`src/rtl/fifo_hub_pkg.sv`:
```
package fifo_hub_pkg;

  localparam int FLAG_N = 8;
  localparam int WAKE_N = 4;

  // Flag bit positions (observed by software and the bench)
  localparam int FL_TX_THR   = 0;
  localparam int FL_TX_EMPTY = 1;
  localparam int FL_RX_THR   = 2;
  localparam int FL_RX_FULL  = 3;
  localparam int FL_TX_OVER  = 4;
  localparam int FL_TX_UNDER = 5;
  localparam int FL_RX_OVER  = 6;
  localparam int FL_RX_UNDER = 7;

  localparam logic [FLAG_N-1:0] TX_FLAG_MASK = (FLAG_N'(1) << FL_TX_THR)  | (FLAG_N'(1) << FL_TX_EMPTY) |
                                               (FLAG_N'(1) << FL_TX_OVER) | (FLAG_N'(1) << FL_TX_UNDER);
  localparam logic [FLAG_N-1:0] RX_FLAG_MASK = (FLAG_N'(1) << FL_RX_THR)  | (FLAG_N'(1) << FL_RX_FULL) |
                                               (FLAG_N'(1) << FL_RX_OVER) | (FLAG_N'(1) << FL_RX_UNDER);
  localparam logic [WAKE_N-1:0] TX_WAKE_MASK = 4'b0011;
  localparam logic [WAKE_N-1:0] RX_WAKE_MASK = 4'b1100;

  // Strobes from control to datapath
  typedef struct packed {
    logic txPush;
    logic txPop;
    logic txFlush;
    logic rxPush;
    logic rxPop;
    logic rxFlush;
  } fifoStrobes_t;

endpackage

```
`src/rtl/fifo_hub_ring.sv`:
```
module fifo_hub_ring #(
  parameter int DATA_W = 8,
  parameter int DEPTH  = 32,
  localparam int AW = $clog2(DEPTH),
  localparam int CW = AW + 1
) (
  input  logic              clk,
  input  logic              rstN,
  input  logic              push,
  input  logic              pop,
  input  logic              flush,
  input  logic [DATA_W-1:0] wrData,
  output logic [DATA_W-1:0] rdData,
  output logic [CW-1:0]     level
);

  logic [DATA_W-1:0] mem [DEPTH];
  logic [AW-1:0] wrPtr;
  logic [AW-1:0] rdPtr;

  function automatic logic [AW-1:0] bump(input logic [AW-1:0] p);
    return (p == AW'(DEPTH - 1)) ? '0 : p + AW'(1);
  endfunction

  always_ff @(posedge clk) begin
    if (push) mem[wrPtr] <= wrData;
  end

  always_ff @(posedge clk) begin
    if (!rstN) begin
      wrPtr  <= '0;
      rdPtr  <= '0;
      level  <= '0;
      rdData <= '0;
    end else if (flush) begin
      wrPtr  <= '0;
      rdPtr  <= '0;
      level  <= '0;
      rdData <= '0;
    end else begin
      if (push) wrPtr <= bump(wrPtr);
      if (pop)  rdPtr <= bump(rdPtr);
      rdData <= pop ? mem[rdPtr] : '0;
      level  <= level + CW'(push) - CW'(pop);
    end
  end


  count_up_chk: assert property (@(posedge clk) disable iff (!rstN)
    (push && !pop && !flush) |=> (level == $past(level) + CW'(1)));


  no_push_full_chk: assert property (@(posedge clk) disable iff (!rstN)
    push |-> (level < CW'(DEPTH)));


  no_pop_empty_chk: assert property (@(posedge clk) disable iff (!rstN)
    pop |-> (level != '0));

endmodule

```
`src/rtl/fifo_hub_dp.sv`:
```
module fifo_hub_dp
  import fifo_hub_pkg::*;
#(
  parameter int DATA_W = 8,
  parameter int DEPTH  = 32,
  localparam int CW = $clog2(DEPTH) + 1
) (
  input  logic              clk,
  input  logic              rstN,
  input  fifoStrobes_t      strobes,
  input  logic [DATA_W-1:0] txWrData,
  input  logic [DATA_W-1:0] rxWrData,
  output logic [DATA_W-1:0] txRdData,
  output logic [DATA_W-1:0] rxRdData,
  output logic [CW-1:0]     txLevel,
  output logic [CW-1:0]     rxLevel
);

  localparam int NQ = 2;  // index 0: outbound, 1: inbound

  logic [NQ-1:0]     pushV;
  logic [NQ-1:0]     popV;
  logic [NQ-1:0]     flushV;
  logic [DATA_W-1:0] wrV  [NQ];
  logic [DATA_W-1:0] rdV  [NQ];
  logic [CW-1:0]     lvlV [NQ];

  assign pushV  = {strobes.rxPush,  strobes.txPush};
  assign popV   = {strobes.rxPop,   strobes.txPop};
  assign flushV = {strobes.rxFlush, strobes.txFlush};
  assign wrV[0] = txWrData;
  assign wrV[1] = rxWrData;

  for (genvar g = 0; g < NQ; g++) begin : g_queue
    fifo_hub_ring #(.DATA_W(DATA_W), .DEPTH(DEPTH)) u_ring (
      .clk    (clk),
      .rstN   (rstN),
      .push   (pushV[g]),
      .pop    (popV[g]),
      .flush  (flushV[g]),
      .wrData (wrV[g]),
      .rdData (rdV[g]),
      .level  (lvlV[g])
    );
  end

  assign txRdData = rdV[0];
  assign rxRdData = rdV[1];
  assign txLevel  = lvlV[0];
  assign rxLevel  = lvlV[1];

endmodule

```
`src/rtl/fifo_hub_ctl.sv`:
```
module fifo_hub_ctl
  import fifo_hub_pkg::*;
#(
  parameter int DEPTH = 32,
  localparam int AW = $clog2(DEPTH),
  localparam int CW = AW + 1
) (
  input  logic              clk,
  input  logic              rstN,
  input  logic              busTxWrEn,
  input  logic              busRxRdEn,
  input  logic              serTxRdEn,
  input  logic              serRxWrEn,
  input  logic              txFlush,
  input  logic              rxFlush,
  input  logic [AW-1:0]     txThresh,
  input  logic [AW-1:0]     rxThresh,
  input  logic              txDmaEn,
  input  logic              rxDmaEn,
  input  logic [FLAG_N-1:0] intEn,
  input  logic [FLAG_N-1:0] flagClr,
  input  logic [WAKE_N-1:0] wakeEn,
  input  logic [WAKE_N-1:0] wakeClr,
  input  logic [CW-1:0]     txLevel,
  input  logic [CW-1:0]     rxLevel,
  output fifoStrobes_t      strobes,
  output logic [FLAG_N-1:0] flags,
  output logic [WAKE_N-1:0] wakeFlags,
  output logic              irq,
  output logic              txDmaReq,
  output logic              rxDmaReq
);

  logic txFull, txEmpty, rxFull, rxEmpty;
  assign txFull  = (txLevel == CW'(DEPTH));
  assign txEmpty = (txLevel == '0);
  assign rxFull  = (rxLevel == CW'(DEPTH));
  assign rxEmpty = (rxLevel == '0);

  // Legal moves only; a flush overrides everything on its queue
  always_comb begin
    strobes.txPush  = busTxWrEn & ~txFull  & ~txFlush;
    strobes.txPop   = serTxRdEn & ~txEmpty & ~txFlush;
    strobes.txFlush = txFlush;
    strobes.rxPush  = serRxWrEn & ~rxFull  & ~rxFlush;
    strobes.rxPop   = busRxRdEn & ~rxEmpty & ~rxFlush;
    strobes.rxFlush = rxFlush;
  end

  // Level conditions (bit order matches wake bits and flag bits 0..3)
  logic txThrCond, rxThrCond;
  assign txThrCond = (txLevel < CW'(txThresh));
  assign rxThrCond = (rxLevel > CW'(rxThresh));

  logic [WAKE_N-1:0] levelCond;
  logic [WAKE_N-1:0] prevCond;
  logic [WAKE_N-1:0] levelRise;
  assign levelCond = {rxFull, rxThrCond, txEmpty, txThrCond};
  assign levelRise = levelCond & ~prevCond;

  // Flush parks the edge detector high so the emptied level raises nothing
  logic [WAKE_N-1:0] flushWake;
  assign flushWake = (txFlush ? TX_WAKE_MASK : '0) | (rxFlush ? RX_WAKE_MASK : '0);

  always_ff @(posedge clk) begin
    if (!rstN) prevCond <= '1;
    else       prevCond <= levelCond | flushWake;
  end

  // Access errors
  logic txOverEv, txUnderEv, rxOverEv, rxUnderEv;
  assign txOverEv  = busTxWrEn & txFull  & ~txFlush;
  assign txUnderEv = serTxRdEn & txEmpty & ~txFlush;
  assign rxOverEv  = serRxWrEn & rxFull  & ~rxFlush;
  assign rxUnderEv = busRxRdEn & rxEmpty & ~rxFlush;

  logic [FLAG_N-1:0] setEv;
  always_comb begin
    setEv = '0;
    setEv[FL_TX_THR]   = levelRise[0];
    setEv[FL_TX_EMPTY] = levelRise[1];
    setEv[FL_RX_THR]   = levelRise[2];
    setEv[FL_RX_FULL]  = levelRise[3];
    setEv[FL_TX_OVER]  = txOverEv;
    setEv[FL_TX_UNDER] = txUnderEv;
    setEv[FL_RX_OVER]  = rxOverEv;
    setEv[FL_RX_UNDER] = rxUnderEv;
  end

  logic [FLAG_N-1:0] flushFlag;
  assign flushFlag = (txFlush ? TX_FLAG_MASK : '0) | (rxFlush ? RX_FLAG_MASK : '0);

  logic [FLAG_N-1:0] keepMask;
  assign keepMask = flags & ~flagClr & ~flushFlag;

  always_ff @(posedge clk) begin
    if (!rstN) begin
      flags     <= '0;
      wakeFlags <= '0;
    end else begin
      flags     <= ((flags & ~flagClr) | setEv) & ~flushFlag;
      wakeFlags <= ((wakeFlags & ~wakeClr) | (levelRise & wakeEn)) & ~flushWake;
    end
  end

  assign irq      = |(flags & intEn);
  assign txDmaReq = txDmaEn & txThrCond;
  assign rxDmaReq = rxDmaEn & rxThrCond;


  tx_over_chk: assert property (@(posedge clk) disable iff (!rstN)
    (busTxWrEn && txLevel == CW'(DEPTH) && !txFlush) |=> flags[FL_TX_OVER]);


  rx_under_chk: assert property (@(posedge clk) disable iff (!rstN)
    (busRxRdEn && rxLevel == '0 && !rxFlush) |=> flags[FL_RX_UNDER]);


  sticky_chk: assert property (@(posedge clk) disable iff (!rstN)
    1'b1 |=> ((flags & $past(keepMask)) == $past(keepMask)));


  for (genvar w = 0; w < WAKE_N; w++) begin : g_wake_chk
    wake_gate_chk: assert property (@(posedge clk) disable iff (!rstN)
      (!wakeEn[w] && !wakeFlags[w]) |=> !wakeFlags[w]);
  end

endmodule

```
`src/rtl/fifo_event_hub.sv`:
```
module fifo_event_hub
  import fifo_hub_pkg::*;
#(
  parameter int DATA_W = 8,
  parameter int DEPTH  = 32,
  localparam int AW = $clog2(DEPTH),
  localparam int CW = AW + 1
) (
  input  logic              clk,
  input  logic              rstN,
  input  logic              busTxWrEn,
  input  logic [DATA_W-1:0] busTxData,
  input  logic              busRxRdEn,
  output logic [DATA_W-1:0] busRxData,
  input  logic              serTxRdEn,
  output logic [DATA_W-1:0] serTxData,
  input  logic              serRxWrEn,
  input  logic [DATA_W-1:0] serRxData,
  input  logic              txFlush,
  input  logic              rxFlush,
  input  logic [AW-1:0]     txThresh,
  input  logic [AW-1:0]     rxThresh,
  input  logic              txDmaEn,
  input  logic              rxDmaEn,
  input  logic [FLAG_N-1:0] intEn,
  input  logic [FLAG_N-1:0] flagClr,
  input  logic [WAKE_N-1:0] wakeEn,
  input  logic [WAKE_N-1:0] wakeClr,
  output logic [CW-1:0]     txLevel,
  output logic [CW-1:0]     rxLevel,
  output logic [FLAG_N-1:0] flags,
  output logic              irq,
  output logic              txDmaReq,
  output logic              rxDmaReq,
  output logic [WAKE_N-1:0] wakeFlags
);

  fifoStrobes_t strobes;

  fifo_hub_ctl #(.DEPTH(DEPTH)) u_ctl (
    .clk       (clk),
    .rstN      (rstN),
    .busTxWrEn (busTxWrEn),
    .busRxRdEn (busRxRdEn),
    .serTxRdEn (serTxRdEn),
    .serRxWrEn (serRxWrEn),
    .txFlush   (txFlush),
    .rxFlush   (rxFlush),
    .txThresh  (txThresh),
    .rxThresh  (rxThresh),
    .txDmaEn   (txDmaEn),
    .rxDmaEn   (rxDmaEn),
    .intEn     (intEn),
    .flagClr   (flagClr),
    .wakeEn    (wakeEn),
    .wakeClr   (wakeClr),
    .txLevel   (txLevel),
    .rxLevel   (rxLevel),
    .strobes   (strobes),
    .flags     (flags),
    .wakeFlags (wakeFlags),
    .irq       (irq),
    .txDmaReq  (txDmaReq),
    .rxDmaReq  (rxDmaReq)
  );

  fifo_hub_dp #(.DATA_W(DATA_W), .DEPTH(DEPTH)) u_dp (
    .clk      (clk),
    .rstN     (rstN),
    .strobes  (strobes),
    .txWrData (busTxData),
    .rxWrData (serRxData),
    .txRdData (serTxData),
    .rxRdData (busRxData),
    .txLevel  (txLevel),
    .rxLevel  (rxLevel)
  );


  tx_flush_chk: assert property (@(posedge clk) disable iff (!rstN)
    txFlush |=> (txLevel == '0 && (flags & TX_FLAG_MASK) == '0));


  rx_flush_chk: assert property (@(posedge clk) disable iff (!rstN)
    rxFlush |=> (rxLevel == '0 && (flags & RX_FLAG_MASK) == '0 && (wakeFlags & RX_WAKE_MASK) == '0));

endmodule

```
`config.mk`:
```
export PLATFORM = sky130hd
export DESIGN_NAME = fifo_event_hub
export DESIGN_NICKNAME = d
export VERILOG_FILES = /design/src/rtl/fifo_hub_pkg.sv /design/src/rtl/fifo_hub_ring.sv /design/src/rtl/fifo_hub_dp.sv /design/src/rtl/fifo_hub_ctl.sv /design/src/rtl/fifo_event_hub.sv
export SDC_FILE = /design/constraint.sdc
export NUM_CORES = 1
export LEC_CHECK = 0
export CAP_MARGIN = 20
export CORE_MARGIN = 2
export CORE_UTILIZATION = 35
export CTS_BUF_LIST = sky130_fd_sc_hd__clkbuf_4
export CTS_CLUSTER_DIAMETER = 30
export DETAILED_ROUTE_END_ITERATION = 12
export DONT_BUFFER_PORTS = 1
export GPL_TIMING_DRIVEN = 0
export SETUP_SLACK_MARGIN = 0.3
export SLEW_MARGIN = 20
export SYNTH_ARGS = -nofsm -noshare
export SYNTH_HDL_FRONTEND = slang
export SYNTH_SLANG_ARGS = --single-unit
```
`constraint.sdc`:
```
create_clock -name clk -period 7.2 [get_ports clk]
set_input_delay 0.72 -clock clk [delete_from_list [all_inputs] [get_ports clk]]
set_output_delay 0.72 -clock clk [all_outputs]
set_load 0.005 [all_outputs]
```
* Yosys cells after proc, flatten, opt, wreduce, memory -nomap -nowiden
Memory sizes are Yosys's and may differ from the RTL's. A register that Yosys moved wholly into a read port is not among the register bits.
Cells that the tools add are included.
** Storage, ports and cells
- Register bits :: 48
- Output and inout port bits :: 43
- Input port bits :: 60
- RAM bits :: 512
- Logic and storage cells :: 90
- Memories kept :: 2
** Memory list
- u_dp.g_queue[0].u_ring.mem :: words 32, width 8, rd ports 1, clocked after Yosys merged registers in 1, write ports 1, RTL line fifo_hub_ring.sv:17 : logic [DATA_W-1:0] mem [DEPTH];
- u_dp.g_queue[1].u_ring.mem :: words 32, width 8, rd ports 1, clocked after Yosys merged registers in 1, write ports 1, RTL line fifo_hub_ring.sv:17
** Cells by class
- Equality and inequality tests :: 6
- Reduce and logical (&&, ||, !) cells :: 7
- Order comparisons :: 2
- Bitwise gates (word level) :: 44
- Add/subtract/negate cells :: 8
- Mux-type cells :: 12
** Operators with widths (count)
- AND 8 bit :: 3
- adder 5 x 1 -> 5 bit (second input constant) :: 4
- == test 5 bit (second input constant) :: 4
- 2-to-1 mux 5 bit :: 4
- AND 1 bit :: 18
- AND 4 bit :: 4
- NOT 8 bit :: 2
- bitwise OR 8 bit :: 2
- adder 6 x 1 -> 6 bit :: 2
- == test 6 bit (second input constant) :: 2
- zero test 6 bit :: 2
- NOT 4 bit :: 3
- bitwise OR 4 bit :: 3
- subtractor 6 x 1 -> 6 bit :: 2
- NOT 1 bit :: 9
- 2-to-1 mux 8 bit :: 1
- OR reduction 8 bit :: 1
- > comparator 6 x 5 -> 1 bit :: 1
- < comparator 6 x 5 -> 1 bit :: 1
- 2-to-1 mux 6 bit :: 1
- OR reduction 3 bit :: 2
- 2-to-1 mux 1 bit :: 4
- 2-to-1 mux 4 bit :: 1
- OR reduction 2 bit :: 2
- 2-to-1 mux 2 bit :: 1

* Longest topological paths before layout
Gate-level depths: netlist of run 1.
- Word-level depth :: 6
- Mapped depth :: 15
- Gate-level depth less buffers :: 14

* By module
A second synthesis of run 1 with hierarchy kept.
** Unflattened totals
- Cell total of the unflattened synthesis :: 1287
- Area total of the unflattened synthesis :: 23337.4 um^2
** Modules (own cells, without submodules)
- fifo_hub_ring at u_dp.g_queue[1].u_ring :: cells an instance 604, seq. area each 8167.8 um^2, times used 1, area each 11297.1 um^2
- fifo_hub_ring at u_dp.g_queue[0].u_ring :: cells an instance 572, seq. area each 8167.8 um^2, times used 1, area each 11076.9 um^2
- fifo_hub_ctl :: cells an instance 111, seq. area each 320.3 um^2, times used 1, area each 963.4 um^2

* Worst setup path before layout of run 1
Ideal clock, no wire load.
- Path type :: register to register
- Start :: register u_dp.g_queue[1].u_ring.level[2]
- End :: register u_dp.g_queue[1].u_ring.level[4]
- Library setup time :: 0.132 ns
- Data required time :: 7.068 ns
- Path slack :: 4.550 ns
- Data arrival time :: 2.518 ns
- Clock period less this slack :: 2.650 ns
- Path buffers :: 1
- Cell stages (with the launch flop) :: 16
- Path through :: dfxtp_1 -> inv_1 -> ha_1 -> nand4bb_1 -> buf_2 -> nand2_1 -> nor2_1 -> ha_1 -> inv_1 -> ha_1 -> inv_1 -> fa_1 -> nand2b_1 -> a21oi_1 -> o21a_1 -> nor3_1
** On the way
- Elaborated cells on any way between the ends :: 10
- Those cells by class :: add/sub (2); eq/ne (1); bitwise (6); reduce/logical (1)
** RTL lines
- start, declared :: RTL line fifo_hub_ring.sv:14 : output logic [CW-1:0] level
- start signal, assigned :: RTL line fifo_hub_ring.sv:44 : level <= level + CW'(push) - CW'(pop);
- zero test 6 bit :: RTL line fifo_hub_ctl.sv:38 : assign rxEmpty = (rxLevel == '0);
- NOT 1 bit :: RTL line fifo_hub_ctl.sv:46 : strobes.rxPop = busRxRdEn & ~rxEmpty & ~rxFlush;
- AND 1 bit (2 in a row) :: RTL line fifo_hub_ctl.sv:46
- net u_dp.g_queue[1].u_ring.pop :: RTL line fifo_hub_ring.sv:10 : input logic pop,
- subtractor 6 x 1 -> 6 bit :: RTL line fifo_hub_ring.sv:44
The timed path passes the listed nets, and every way through them passes these cells.
A chain may end at the register's enable or synchronous reset.

* Worst setup path in the final report of run 1
- Start :: register u_dp.g_queue[1].u_ring.level[2]
- End :: memory u_dp.g_queue[1].u_ring.mem[17][7] (enable)
** On the way
- Word-level cells in the longest chain between the ends :: 6
** Ends and longest elaborated chain
- == test 6 bit :: RTL line fifo_hub_ctl.sv:37 : assign rxFull = (rxLevel == CW'(DEPTH));
- NOT 1 bit :: RTL line fifo_hub_ctl.sv:45 : strobes.rxPush = serRxWrEn & ~rxFull & ~rxFlush;
- AND 1 bit (2 in a row) :: RTL line fifo_hub_ctl.sv:45
- 2-to-1 mux 1 bit :: RTL line fifo_hub_ring.sv:26 : if (push) mem[wrPtr] <= wrData;
- 2-to-1 mux 1 bit (implied by the code) :: RTL line fifo_hub_ring.sv:26
- end, declared :: RTL line fifo_hub_ring.sv:17
No other way between the ends.

==> results of run 1 <==
-- layout make-up --
class                      instances  area (sq um)
timing repair buffer              53         663.1
tap                              855          1070
fill                            5873         37970
antenna                            3         7.507
sequential                       576         16660
multi-input combinational        575          5869
clock inverter                    51         321.6
inverter                          56         210.2
clock buffer                     225          1689
buffer                            49         242.7
-- per-stage QoR --
stage	instance area (sq um)	worst slack [ns]
final	26730	3.939
after global routing	26730	3.664
after CTS	26720	3.766
after detailed placement	24050	3.994
after global placement	24040	4.044
after floorplan	22970	4.550
-- final timing paths --
| kind | slack [ns] | to | depth (start not counted) | start |
|---|---|---|---|---|
| min | 0.17 | u_dp.g_queue[1].u_ring.wrPtr[1]$_SDFFE_PP0N_ | 3 | serRxWrEn |
| min reg2reg | 0.51 | u_ctl.flags[2]$_SDFF_PN0_ | 2 | u_ctl.prevCond[2]$_SDFF_PN1_ |
| max reg2reg | 3.94 | u_dp.g_queue[1].u_ring.mem[17][7]$_DFFE_PP_ | 6 | u_dp.g_queue[1].u_ring.level[2]$_SDFF_PP0_ |
| max | 3.94 | u_dp.g_queue[1].u_ring.mem[17][7]$_DFFE_PP_ | 6 | u_dp.g_queue[1].u_ring.level[2]$_SDFF_PP0_ |
-- what timing repair did --
action	4_1_cts	5_1_grt
setup endpoints to repair	0	0
hold endpoints to repair	536	0
hold buffers	52	0
-- metal layers --
layer	track usage (%)	share of wire [%]	up-vias
met5	0	0	-
met4	6.810	2.4	0
met3	4.727	7.8	96
met2	25.89	49	494
met1	20.17	41	6315
li1	-	-	5572
-- kinds of logic (layout without fill, tap and decap cells) --
kind of cell | count (synthesis) | after routing
flops | 576 | 576
simple gates | 262 | 262
mux | 162 | 162
buf+inv | 105 | 434
compound gates | 102 | 102
fa+ha+maj | 43 | 43
xor+xnor | 6 | 6
other cells | 0 | 3
-- cells in the final DEF (no fill, tap or decap), types with 5 or more instances in the layout --
master	n
sky130_fd_sc_hd__clkbuf_4	225
sky130_fd_sc_hd__clkinv_2	9
sky130_fd_sc_hd__nand4b_1	5
sky130_fd_sc_hd__nor2b_1	10
sky130_fd_sc_hd__ha_1	41
sky130_fd_sc_hd__mux2_2	8
sky130_fd_sc_hd__o21ai_0	11
sky130_fd_sc_hd__a21oi_1	29
sky130_fd_sc_hd__dlygate4sd3_1	37
sky130_fd_sc_hd__nand3b_1	8
sky130_fd_sc_hd__nor4_1	5
sky130_fd_sc_hd__a22oi_1	28
sky130_fd_sc_hd__buf_12	14
sky130_fd_sc_hd__buf_2	18
sky130_fd_sc_hd__inv_1	56
sky130_fd_sc_hd__nand2_1	32
sky130_fd_sc_hd__buf_4	5
sky130_fd_sc_hd__clkinv_1	29
sky130_fd_sc_hd__nand4_1	11
sky130_fd_sc_hd__a31oi_1	5
sky130_fd_sc_hd__nand3_1	14
sky130_fd_sc_hd__dfxtp_1	64
sky130_fd_sc_hd__nor3_1	11
sky130_fd_sc_hd__and3_1	5
sky130_fd_sc_hd__edfxtp_1	512
sky130_fd_sc_hd__nand2b_1	12
sky130_fd_sc_hd__nor2_1	104
sky130_fd_sc_hd__or3_1	14
sky130_fd_sc_hd__mux4_2	128
sky130_fd_sc_hd__o22ai_1	16
sky130_fd_sc_hd__mux2i_1	26
sky130_fd_sc_hd__clkbuf_1	20
sky130_fd_sc_hd__buf_1	5
-- registers in the layout (all words and copies together), names as in the netlist --
name                        count
u_ctl.wakeFlags                 4
u_dp.g_queue.u_ring.mem       512
u_ctl.prevCond                  4
u_dp.g_queue.u_ring.wrPtr      10
u_ctl.flags                     8
u_dp.g_queue.u_ring.rdData     16
u_dp.g_queue.u_ring.level      12
u_dp.g_queue.u_ring.rdPtr      10
-- power breakdown --
group	switching, mW	total (mW)	internal (mW)
logic	0.445	0.784	0.339
clock network	1.34	2.90	1.55
registers	0.0408	3.72	3.68
total	1.83	7.40	5.57
-- worst reg2reg max path: cells and delay by family (launching register included) --
| family | cells | cell delay [ns] |
|---|---|---|
| adder cells (fa/ha/maj) | 1 | 0.24 |
| AND/OR/NAND/NOR | 4 | 2.07 |
| buffers and inverters | 1 | 0.10 |
| flip-flops | 1 | 0.44 |
==> impl.org, run 1 <==
** Status
- The flow ran to the end, and the final reports show no timing, DRC or antenna violations.

** Die
- After floorplanning, the core was divided into 93 placement rows.
- Area of the placeable core :: 64700 sq um
- Initial standard-cell utilization of the core :: 35.50%
- Count of pins on the block boundary :: 103
- The die is 260.2 um wide.
- Die area :: 67690 sq um
- Overall die height :: 260.2 um

** Setup path
- For the worst setup path, the data required time is 7.71 ns.
- Crit path max fanout :: 8
- Crit path buf inv count :: 1
- Walking the worst path, the cells encountered are inv_1 -> ha_1 -> nor4bb_1 -> nor3b_1 -> nand2_1 -> nor2_1.
- Critical Path Source Type :: register
- Critical path endpoint category :: register
- Maximum cell stage delay along the critical path :: 0.83 ns
- The critical path in this run is classified as register to register.
- Among all stages on the critical path, the largest delay is contributed by sky130_fd_sc_hd__nor2_1.
- Critical Path AT :: 3.77 ns
- Kind of cell adding the most delay to the critical path :: simple AND/OR/NAND/NOR gates

** Yosys
- Number of enable-type register cells in the synthesized netlist :: 512
- Cell types occupying the most area after synthesis :: sky130_fd_sc_hd__edfxtp_1, sky130_fd_sc_hd__mux4_2, sky130_fd_sc_hd__dfxtp_1, sky130_fd_sc_hd__ha_1, sky130_fd_sc_hd__nor2_1
- Post-synth top area cell :: sky130_fd_sc_hd__edfxtp_1
- The synthesized netlist devotes 2.827% of its cell area to compound gates.
- Async set or reset register ratio after synthesis :: 0%
- Warnings, synthesis :: 0
- In this run, synthesis produced a sequential element count of 576.
- Unique masters post-synth :: 54
- Synth Net Count :: 1359
- After synthesis, the largest family of logic cells by area is multiplexers.
- Of the post-synthesis cell area, the part taken by muxes is 14.08%.
- The cell area that synthesis handed to floorplanning was 22970 sq um.
- Synthesized netlist cell count :: 1256
- Adder-cell area share of the yosys netlist :: 2.408%
- Most instantiated flip-flop cell in the synthesis netlist :: sky130_fd_sc_hd__edfxtp_1
- Portion of synthesized cell area occupied by the leading cell type :: 66.94%
- Simple-gate portion of the synthesized area :: 5.965%
- Average instance area after synthesis :: 18.29 sq um
- Dominant cell by count in the synthesized netlist :: sky130_fd_sc_hd__edfxtp_1
- For this run, the register share of the synthesized area comes to 72.52%.
- Top cells by instance count after synthesis :: sky130_fd_sc_hd__edfxtp_1, sky130_fd_sc_hd__mux4_2, sky130_fd_sc_hd__nor2_1
- Summing the areas of all xor and xnor instances in the mapped netlist gives 0.2288% of the synthesized area.

** Placement
- Placed wire-length estimate :: 33260 um
- Buffers placed on the I/O ports in this run total 0.
- After detailed placement, the design holds a cell count of 2112.
- The congestion estimate from routability-driven global placement came to 0.8142.

** STA
- The number of slew-limit violations in the final report was 0.
- Relative max-transition margin :: 30.40%
- Timing would allow up to 306.6 MHz.
- The tightest hold path in the finished design has a slack of 0.1688 ns.
- Count of endpoints failing setup in the final report :: 0
- Setup repair after global routing left no endpoint under its margin.
- The clock period could shrink to 3.261 ns.
- Tcrit/Tclk final :: 45.29%
- The number of hold violations in the final report is 0.
- Clock skew :: 0.07365 ns
- Pin slew with the least headroom to its limit :: 1.036 ns
- After routing, the total negative slack on setup checks comes to 0 ns.

** Clock tree
- Clock-pin slew was measured on the worst setup and hold paths at 0.06 ns.
- Clock tree from TritonCTS :: built
- Clock Latency Late Sink :: 0.95 ns
- Once the clock tree was built, the resizer swapped 0 gates to a different size.
- The longest clock path from root to sink contains 3 buffers.
- H-tree depth :: 4
- CTS root buffer :: sky130_fd_sc_hd__clkbuf_4
- Counting every sink on the clock net gives 576.
- Setup repair bufs after CTS :: 0
- TritonCTS created 155 clock buffers.

** Global routing
- GRT Resource Usage Total :: 16.04%
- The number of global-route vias before repair came to 13420.
- The first global-routing pass estimated 79540 um of wire.
- Overflow left after global routing :: 0
- The number of antenna violations at the first check in global routing came to 3.
- Entering global routing, the biggest net connects 33 pins.

** Worst hold path
- In this run the worst hold path is classified as input pin to register.

** Pwr
- In this run the static leakage power is 8.655 nW.
- Dividing total power by cell area gives a power density of 276.8 nW/um^2.
- Total power :: 7.400 mW
- The worst-case IR drop observed on VDD is 0.0001373 V.

** Finish
- Final cell count without fillers :: 2443
- The area growth from synthesis to layout is 16.38%.
- At the end of the flow the core is filled with cells to 41.31%.
- Cells with a size suffix above 1 make up 27.26% of the layout.
- Final-stage net count :: 1569

** Routing
- Number of vias after detailed routing :: 12480
- Dividing the detail-routed wire length by the instance count gives 21.59 um.
- Detailed Route WL :: 52750 um
- In the routed design, unresolved DRC markers number 0.
- Number of violations reported at the end of detailed-routing iteration 0 :: 1061
- In the routed layout, each cell is associated on average with a via count of 5.107.
- Residual antenna-violating net count after detailed routing :: 0
- Number of optimization iterations in the first detailed-route pass :: 5

** Run
- Max-cap violations :: 0
No activity file was read; power rests on OpenSTA's default activity.
==> inputs of run 2 (changes only) <==
--- a/config.mk
+++ b/config.mk
@@ -5,6 +5,7 @@
 export SDC_FILE = /design/constraint.sdc
 export NUM_CORES = 1
 export LEC_CHECK = 0
+export ABC_AREA = 1
 export CAP_MARGIN = 20
 export CORE_MARGIN = 2
 export CORE_UTILIZATION = 35
==> constraint.sdc (replaced) <==
create_clock -name clk -period 3.35 [get_ports clk]
set_input_delay 0.335 -clock clk [delete_from_list [all_inputs] [get_ports clk]]
set_output_delay 0.335 -clock clk [all_outputs]
set_load 0.005 [all_outputs]
==> impl.org, run 2 <==
** Setup path
- Critical Setup Path Class :: register to register (unchanged)
- The critical path required time was 3.91 ns (was 7.71 ns).
- Crit path max fanout :: 8 (unchanged)
- The data arrival time of the critical path came to 3.54 ns (was 3.77 ns).
- The logic depth of the worst register-to-register path is 7 (was 6).
- Critical Path Source Type :: register (unchanged)
- The type of destination of the critical path is a register (unchanged).

** Finish
- Most flops, register :: u_dp.g_queue.u_ring.mem (unchanged)
- Finished Core Util :: 41.49% (was 41.31%)
- Highest-count cells in the layout ignoring fill and taps :: sky130_fd_sc_hd__nand2_1, sky130_fd_sc_hd__edfxtp_1, sky130_fd_sc_hd__nor2_1, sky130_fd_sc_hd__clkbuf_4, sky130_fd_sc_hd__nand3_1 (was sky130_fd_sc_hd__edfxtp_1, sky130_fd_sc_hd__clkbuf_4, sky130_fd_sc_hd__mux4_2, sky130_fd_sc_hd__nor2_1, sky130_fd_sc_hd__dfxtp_1)
- Largest registers in the final layout :: u_dp.g_queue.u_ring.mem (512), u_dp.g_queue.u_ring.rdData (16), u_dp.g_queue.u_ring.level (12) (unchanged)
- Final-stage net count :: 2621 (was 1569)
- Post-route standard cell area excluding fillers :: 28550 sq um (was 26730 sq um)
- Most common cell after layout, fill and taps aside :: sky130_fd_sc_hd__nand2_1 (was sky130_fd_sc_hd__edfxtp_1)
- Final-layout fill cell count :: 6620 (was 5873)
- The ratio of cells with drive above 1 in the final layout was 14.77% (was 27.26%).
- The flip-flop count of the largest register after layout is 512 (unchanged).
- The layout-stage area growth over the synthesis result was 17.08% (was 16.38%).

** Pwr
- The sequential fraction of design power came to 49.0% (was 50.3%).
- The maximum resistive drop on vdd is 0.0003711 V (was 0.0001373 V).
- The power share of the clock group was 37.9% (was 39.1%).
- Switching power summed over all nets :: 4.458 mW (was 1.829 mW)
- Leakage power :: 10.81 nW (was 8.655 nW)
- Total power :: 16.42 mW (was 7.400 mW)
- Internal power :: 11.96 mW (was 5.571 mW)
- The power density relative to cell area is 574.9 nW/um^2 (was 276.8 nW/um^2).
- The part of the power in combinational logic was 13.1% (was 10.6%).
- Net switching share of the total power :: 27.15% (was 24.71%)

** Yosys
- Top cells by instance count after synthesis :: sky130_fd_sc_hd__nand2_1, sky130_fd_sc_hd__edfxtp_1, sky130_fd_sc_hd__nor2_1 (was sky130_fd_sc_hd__edfxtp_1, sky130_fd_sc_hd__mux4_2, sky130_fd_sc_hd__nor2_1)
- Cell types occupying the most area after synthesis :: sky130_fd_sc_hd__edfxtp_1, sky130_fd_sc_hd__nand2_1, sky130_fd_sc_hd__dfxtp_1, sky130_fd_sc_hd__nor2_1, sky130_fd_sc_hd__nand3_1 (was sky130_fd_sc_hd__edfxtp_1, sky130_fd_sc_hd__mux4_2, sky130_fd_sc_hd__dfxtp_1, sky130_fd_sc_hd__ha_1, sky130_fd_sc_hd__nor2_1)
- The commonest register cell after synthesis was sky130_fd_sc_hd__edfxtp_1 (unchanged).
- Average instance area after synthesis :: 10.65 sq um (was 18.29 sq um)
- Async set or reset register ratio after synthesis :: 0% (unchanged)
- The number of synthesized flops with an enable pin was 512 (unchanged).
- Unique masters post-synth :: 33 (was 54)
- Yosys reg bits :: 576 (unchanged)
- Area of the mapped netlist :: 24390 sq um (was 22970 sq um)
- Dominant cell by count in the synthesized netlist :: sky130_fd_sc_hd__nand2_1 (was sky130_fd_sc_hd__edfxtp_1)
- The count of synthesis-stage warnings from yosys was 0 (unchanged).
- Post-synth top area cell :: sky130_fd_sc_hd__edfxtp_1 (unchanged)
- The portion of the post-synthesis area used by sequential elements is 68.29% (was 72.52%).
- Synth Net Count :: 2393 (was 1359)
- The area share of the largest cell type after synthesis came to 63.04% (was 66.94%).
- The instance count of the mapped netlist is 2290 (was 1256).

** Clock tree
- The clock tree buffer depth came to 3 (unchanged).
- The TritonCTS clock tree is built (unchanged).
- Clock Latency Late Sink :: 0.95 ns (about the same)
- The maximum level of the CTS H-tree is 4 (unchanged).
- TritonCTS Sinks :: 576 (unchanged)
- CTS clock-pin slew for the worst setup and hold paths :: 0.06 ns (about the same)
- The root buffer cell is sky130_fd_sc_hd__clkbuf_4 (unchanged).
- Inserted Clock Buffers :: 157 (was 155)

** STA
- Clock skew :: 0.07608 ns (was 0.07365 ns)
- Relative max-transition margin :: 44.44% (was 30.40%)
- RSZ-0062 raised after global routing :: yes (was no)
- The maximum achievable frequency is 336.0 MHz (was 306.6 MHz).
- The final worst-path cycle share is 88.85% (was 45.29%).
- Number of pins exceeding their max-slew limit in the final report :: 0 (unchanged)
- The setup TNS is 0 ns (unchanged).
- Count of endpoints failing setup in the final report :: 0 (unchanged)
- The slew at the pin closest to its max-slew limit was 0.8303 ns (was 1.036 ns).
- The number of hold violations in the final report came to 0 (unchanged).
- Time the final worst path needs with I/O delays and setup :: 2.976 ns (was 3.261 ns)

** Routing
- The number of nets with antenna violations after detailed routing was 0 (unchanged).
- The wire length after detailed routing was 69520 um (was 52750 um).
- The violation count after the first detailed-routing iteration was 1628 (was 1061).
- Final routed wire length divided by cell count :: 19.45 um (was 21.59 um)
- Number of optimization iterations in the first detailed-route pass :: 8 (was 5)
- The via density per instance came to 4.928 (was 5.107).
- The count of unresolved DRC violations after routing came to 0 (unchanged).
- The total via count after detailed routing was 17610 (was 12480).

** Global routing
- The leftover overflow at the end of global routing was 0 (unchanged).
- Largest net degree at the start of global routing :: 33 (unchanged)
- First-pass GRT wire length :: 105000 um (was 79540 um)
- The number of global-route vias before repair is 17660 (was 13420).
- Antenna violations before repair :: 2 (was 3)
- GRT Resource Usage Total :: 19.71% (was 16.04%)

** Placement
- Placed wire-length estimate :: 46130 um (was 33260 um)
- The number of buffer cells added on primary ports is 0 (unchanged).
- Gp weighted congestion :: 0.9119 (was 0.8142)
- Cell area after placement :: 25550 sq um (was 24050 sq um)

** Die
- Initial standard-cell utilization of the core :: 35.43% (was 35.50%)
- The height of the die is 268.0 um (was 260.2 um).
- The count of standard-cell rows came to 96 (was 93).
- Die area :: 71810 sq um (was 67690 sq um)
- The area of the placeable core was 68830 sq um (was 64700 sq um).
- Count of pins on the block boundary :: 103 (unchanged)
- The die width was 268.0 um (was 260.2 um).

** Worst hold path
- Hold path cells :: 4 (was 3)
- The type of the most critical hold path is input pin to register (unchanged).

** Run
- Max-cap violations :: 0 (unchanged)

** Status
- Status :: finished, final reports clean (unchanged)
## run 2: cell types whose count changed after synthesis, sizes merged, moves of 16 or more
cell	previous run	this run
a21oi	29	70
a22oi	28	2
buf	29	82
inv	56	188
mux2i	26	0
mux4	128	0
nand2	32	562
nand3	14	229
nor2	104	335
o21ai	11	125
o22ai	16	0
## run 2: timing repair
action	CTS	global route
setup endpoints to repair	193	363
hold endpoints to repair	576	0
setup buffers	0	1
hold buffers	68	0
pin swaps	0	1
gates resized for setup	21	27
## run 2: final timing paths
path	slack [ns]	from	to
setup reg to reg	0.37	u_dp.g_queue[0].u_ring.level[2]$_SDFF_PP0_	u_dp.g_queue[0].u_ring.mem[28][3]$_DFFE_PP_
hold / removal	0.11	flagClr[6]	u_ctl.flags[6]$_SDFF_PN0_
setup / recovery	0.37	u_dp.g_queue[0].u_ring.level[2]$_SDFF_PP0_	u_dp.g_queue[0].u_ring.mem[28][3]$_DFFE_PP_
hold reg to reg	0.53	u_dp.g_queue[0].u_ring.wrPtr[0]$_SDFFE_PP0N_	u_dp.g_queue[0].u_ring.wrPtr[0]$_SDFFE_PP0N_
## run 2: critical path, stage by stage, from the launching register on
cell,delay [ns]
sky130_fd_sc_hd__dfxtp_2,0.43
sky130_fd_sc_hd__inv_1,0.10
sky130_fd_sc_hd__ha_1,0.22
sky130_fd_sc_hd__nand4_1,0.15
sky130_fd_sc_hd__nand2_1,0.17
sky130_fd_sc_hd__nor2_2,0.37
sky130_fd_sc_hd__nand2_1,0.56
sky130_fd_sc_hd__nor2_2,0.59
## run 2: stage by stage
step,cells,worst slack [ns],hold slack [ns]
after global placement,3221,0.1856,0.4364
final,3574,0.3737,0.1111
after detailed placement,3221,0.03148,0.4359
after floorplan,2290,0.9108,0.4339
after global routing,3574,0.2019,0.03837
after CTS,3570,0.1207,0.003149
## run 2: cells by family (layout without fill, tap and decap cells)
kind of cell,after synthesis,in the layout,share of synthesized area (%)
AOI/OAI and AO/OA,230,230,5.038
xor gates and xnor gates,4,4,0.1436
adders and majority gates,43,43,2.268
buffers and inverters,298,648,5.305
DFF,576,576,68.29
other,0,3,0
and+or+nand+nor,1139,1139,18.95
## run 2: power by group through the flow
stage,Combinational [mW],Clock [mW],Sequential (mW)
final,2.15,6.23,8.04
after global routing,2.38,6.76,8.05
after CTS,2.11,6.36,8.04
after detailed placement,1.84,0,8.20
after global placement,1.80,0,8.20
after floorplan,1.27,0,8.15
## run 2: final cells by class
cell class / instances / area (sq um) / share of cell area (%)
flip-flops and latches: 576 / 16660 / 58.34
multi-input cells: 1416 / 6576 / 23.03
clock buffers: 232 / 1742 / 6.099
well taps: 931 / 1165 / 4.079
repair buffers: 69 / 848.3 / 2.971
inverters: 193 / 724.4 / 2.537
plain buffers: 105 / 569.3 / 1.994
clock inverters: 49 / 262.8 / 0.9202
diodes: 3 / 7.507 / 0.02629
## run 2: metal layers
layer | wire (um) | track usage, % | part of all wire (%) | vias to the layer above
met2 | 33900 | 32.75 | 49 | 691
met4 | 2024 | 8.667 | 2.9 | 0
met5 | 0 | 0 | 0 | -
met1 | 28730 | 24.78 | 41 | 8479
met3 | 4856 | 4.270 | 7.0 | 137
li1 | - | - | - | 8306
==> inputs of run 3 (changes only) <==
--- a/config.mk
+++ b/config.mk
@@ -7,10 +7,8 @@
 export LEC_CHECK = 0
 export ABC_AREA = 1
 export CAP_MARGIN = 20
-export CORE_MARGIN = 2
 export CORE_UTILIZATION = 35
 export CTS_BUF_LIST = sky130_fd_sc_hd__clkbuf_4
-export CTS_CLUSTER_DIAMETER = 30
 export DETAILED_ROUTE_END_ITERATION = 12
 export DONT_BUFFER_PORTS = 1
 export GPL_TIMING_DRIVEN = 0
==> constraint.sdc (replaced) <==
create_clock -name clk -period 2.4 [get_ports clk]
set_input_delay 0.24 -clock clk [delete_from_list [all_inputs] [get_ports clk]]
set_output_delay 0.24 -clock clk [all_outputs]
set_load 0.005 [all_outputs]
==> impl.org, run 3 (synthesis results as in run 2) <==
** Status
- Status :: complete, but fails checks (was finished, final reports clean)
- The final reports fail on negative setup slack.

** Setup path
- The end point of the critical path was u_dp.g_queue[0].u_ring.level[4]$_SDFF_PP0_ (was u_dp.g_queue[0].u_ring.mem[28][3]$_DFFE_PP_).
- The critical path required time is 3.25 ns (was 3.91 ns).
- Worst reg2reg path endpoint :: u_dp.g_queue[0].u_ring.level[4]$_SDFF_PP0_ (was u_dp.g_queue[0].u_ring.mem[28][3]$_DFFE_PP_)
- Cells on worst reg2reg path :: 15 (was 7)
- Critical Path AT :: 3.28 ns (was 3.54 ns)
- The worst setup slack for register-to-register paths was -0.04 ns (was 0.37 ns).
- The reg-to-reg startpoint was u_dp.g_queue[0].u_ring.level[3]$_SDFF_PP0_ (was u_dp.g_queue[0].u_ring.level[2]$_SDFF_PP0_).
- The highest fanout seen on the critical path came to 4 (was 8).
- The type of destination of the critical path is a register (unchanged).
- The critical path launch point is u_dp.g_queue[0].u_ring.level[3]$_SDFF_PP0_ (was u_dp.g_queue[0].u_ring.level[2]$_SDFF_PP0_).
- The critical path launch point type is a register (unchanged).
- The critical path start-end classification is register to register (unchanged).

** Routing
- The violation count after the first detailed-routing iteration is 1617 (was 1628).
- The wire length after detailed routing came to 71060 um (was 69520 um).
- The number of optimization iterations in the first detailed-route pass was 5 (was 8).
- The count of unresolved DRC violations after routing is 0 (unchanged).
- Final routed wire length divided by cell count :: 19.45 um (about the same)
- The via density per instance is 4.910 (was 4.928).
- The total via count after detailed routing was 17940 (was 17610).
- Residual antenna-violating net count after detailed routing :: 0 (unchanged)

** STA
- The number of hold violations in the final report was 0 (unchanged).
- The slew at the pin closest to its max-slew limit is 0.6877 ns (was 0.8303 ns).
- Number of pins exceeding their max-slew limit in the final report :: 0 (unchanged)
- Time the final worst path needs with I/O delays and setup :: 2.436 ns (was 2.976 ns)
- Relative max-transition margin :: 54.15% (was 44.44%)
- Clock skew :: 0.09984 ns (was 0.07608 ns)
- The setup slack of the critical path after layout is -0.03600 ns (was 0.3737 ns).
- The final worst-path cycle share came to 101.5% (was 88.85%).
- Count of endpoints failing setup in the final report :: 1 (was 0)
- Timing-limited maximum frequency :: 410.5 MHz (was 336.0 MHz)
- RSZ-0062 raised after global routing :: yes (unchanged)

** Placement
- The number of buffer cells added on primary ports came to 0 (unchanged).
- The global placer's final weighted congestion was 0.8937 (was 0.9119).
- Inst Count DP :: 3221 (unchanged)
- Cell area after placement :: 25620 sq um (was 25550 sq um)
- The estimated wirelength of the detail-placed design was 44990 um (was 46130 um).
- Setup slack after placement :: -0.6456 ns (was 0.03148 ns)

** Finish
- The final cell area excluding filler cells is 30280 sq um (was 28550 sq um).
- The number of nets in the layout was 2694 (was 2621).
- The area occupied by registers was 16690 sq um (was 16660 sq um).
- Most common cell after layout, fill and taps aside :: sky130_fd_sc_hd__nand2_1 (unchanged)
- Share of cells above drive strength 1 :: 21.11% (was 14.77%)
- Highest-count cells in the layout ignoring fill and taps :: sky130_fd_sc_hd__nand2_1, sky130_fd_sc_hd__edfxtp_1, sky130_fd_sc_hd__nor2_1, sky130_fd_sc_hd__nand3_1, sky130_fd_sc_hd__clkbuf_4 (was sky130_fd_sc_hd__nand2_1, sky130_fd_sc_hd__edfxtp_1, sky130_fd_sc_hd__nor2_1, sky130_fd_sc_hd__clkbuf_4, sky130_fd_sc_hd__nand3_1)
- The layout-stage area growth over the synthesis result was 24.17% (was 17.08%).
- Multi-input logic area :: 7346 sq um (was 6576 sq um)
- The number of filler instances in the final layout is 6332 (was 6620).
- Largest registers in the final layout :: u_dp.g_queue.u_ring.mem (512), u_dp.g_queue.u_ring.rdData (16), u_dp.g_queue.u_ring.level (12) (unchanged)
- Most flops, register :: u_dp.g_queue.u_ring.mem (unchanged)
- Final cell count without fillers :: 3653 (was 3574)
- The flip-flop count of the largest register after layout came to 512 (unchanged).

** Pwr
- The leakage power of the design is 11.29 nW (was 10.81 nW).
- Pwr dens :: 788.1 nW/um^2 (was 574.9 nW/um^2)
- Worst vdd ir :: 0.0004904 V (was 0.0003711 V)

** Clock tree
- CTS root buffer :: sky130_fd_sc_hd__clkbuf_4 (unchanged)
- TritonCTS Sinks :: 576 (unchanged)
- The clock edge transition at the registers on the reported setup and hold paths was 0.07 ns (was 0.06 ns).
- H-tree depth :: 4 (unchanged)
- Inserted Clock Buffers :: 154 (was 157)
- The worst-skew pair later-pin latency was 1.01 ns (was 0.95 ns).
- The TritonCTS clock tree was built (unchanged).
- The clock tree buffer depth is 3 (unchanged).

** Die
- Die area :: 70740 sq um (was 71810 sq um)
- Std-Cell Rows :: 96 (unchanged)
- The area of the placeable core is 68830 sq um (unchanged).
- Initial standard-cell utilization of the core :: 35.43% (unchanged)
- Overall die height :: 266.0 um (was 268.0 um)
- The number of ports placed on the die boundary came to 103 (unchanged).
- Die width :: 266.0 um (was 268.0 um)

** Global routing
- First-pass GRT wire length :: 105300 um (was 105000 um)
- Largest net degree at the start of global routing :: 33 (unchanged)
- GRT Resource Usage Total :: 20.07% (was 19.71%)
- Overflow left after global routing :: 0 (unchanged)
- The number of antenna violations at the first check in global routing came to 3 (was 2).
- The number of global-route vias before repair is 17860 (was 17660).

** Worst hold path
- Kind of path behind the tightest hold check :: input pin to register (unchanged)

** Run
- The number of max-cap violations is 0 (unchanged).
==> run 3: layer usage <==
metal	GRT usage, %	part of all wire (%)	vias to the layer above
met2	33.17	49	721
met1	24.60	41	8585
li1	-	-	8478
met5	0	0	-
met4	10.19	3.6	0
met3	4.538	6.8	154
==> run 3: worst min-delay path by stage <==
stage	from	to	slack [ns]	depth (start not counted)
CTS	serRxData[5]	u_dp.g_queue[1].u_ring.mem[17][5]$_DFFE_PP_	0.05	2
floorplan	busTxData[0]	u_dp.g_queue[0].u_ring.mem[0][0]$_DFFE_PP_	0.34	0
detailed placement	serRxData[3]	u_dp.g_queue[1].u_ring.mem[18][3]$_DFFE_PP_	0.34	0
finish	serRxData[6]	u_dp.g_queue[1].u_ring.mem[17][6]$_DFFE_PP_	0.17	2
global route	busTxData[5]	u_dp.g_queue[0].u_ring.mem[1][5]$_DFFE_PP_	0.11	2
global placement	serRxData[5]	u_dp.g_queue[1].u_ring.mem[19][5]$_DFFE_PP_	0.34	0
==> run 3: where the power goes <==
part | internal [mW] | leakage [nW] | switching [mW]
Combinational | 1.55 | 4.97 | 2.31
Clock | 4.41 | 1.19 | 4.33
Sequential | 11.1 | 5.13 | 0.185
==> run 3: area by class of cell <==
cell class                      instances  share of cell area (%)
Tap cell                              931                   3.847
Timing Repair Buffer                  144                   5.706
Clock inverter                         59                   1.078
Antenna cell                            3                 0.02479
Clock buffer                          225                   5.578
Buffer                                105                   1.921
Inverter                              193                   2.458
Sequential cell                       576                   55.13
Multi-Input combinational cell       1417                   24.26
==> run 3: timing repair <==
action,4_1_cts,5_1_grt
hold buffers,83,0
resized for setup,195,66
setup endpoints to repair,533,430
pin swaps,55,43
endpoints found under the hold margin,1066,0
setup buffers,44,17
cloned,0,1
==> run 3: critical path, stage by stage, from the launching register on <==
cell                      delay, ns
sky130_fd_sc_hd__dfxtp_4       0.38
sky130_fd_sc_hd__inv_4         0.07
sky130_fd_sc_hd__ha_4          0.13
sky130_fd_sc_hd__nand4_1       0.14
sky130_fd_sc_hd__nand2_2       0.15
sky130_fd_sc_hd__nor2_4        0.06
sky130_fd_sc_hd__ha_4          0.27
sky130_fd_sc_hd__inv_2         0.04
sky130_fd_sc_hd__ha_4          0.15
sky130_fd_sc_hd__fa_2          0.35
sky130_fd_sc_hd__nand2_2       0.08
sky130_fd_sc_hd__inv_2         0.04
sky130_fd_sc_hd__o21ai_1       0.12
sky130_fd_sc_hd__nand2_1       0.11
sky130_fd_sc_hd__o21ai_2       0.17
sky130_fd_sc_hd__a21oi_2       0.05
==> run 3: per-stage QoR <==
| step | hold slack (ns) | utilization (%) | power [mW] | setup TNS [ns] |
|---|---|---|---|---|
| floorplan | 0.3389 | - | 13.22 | 0 |
| global placement | 0.3413 | 37.23 | 13.99 | -146.10 |
| detailed placement | 0.3408 | 37.23 | 14.04 | -175.69 |
| CTS | 0.04616 | 43.42 | 23.72 | -0.1963 |
| global route | 0.1092 | 44.00 | 24.93 | -0.3703 |
| finish | 0.1695 | 44.00 | 23.87 | -0.03600 |
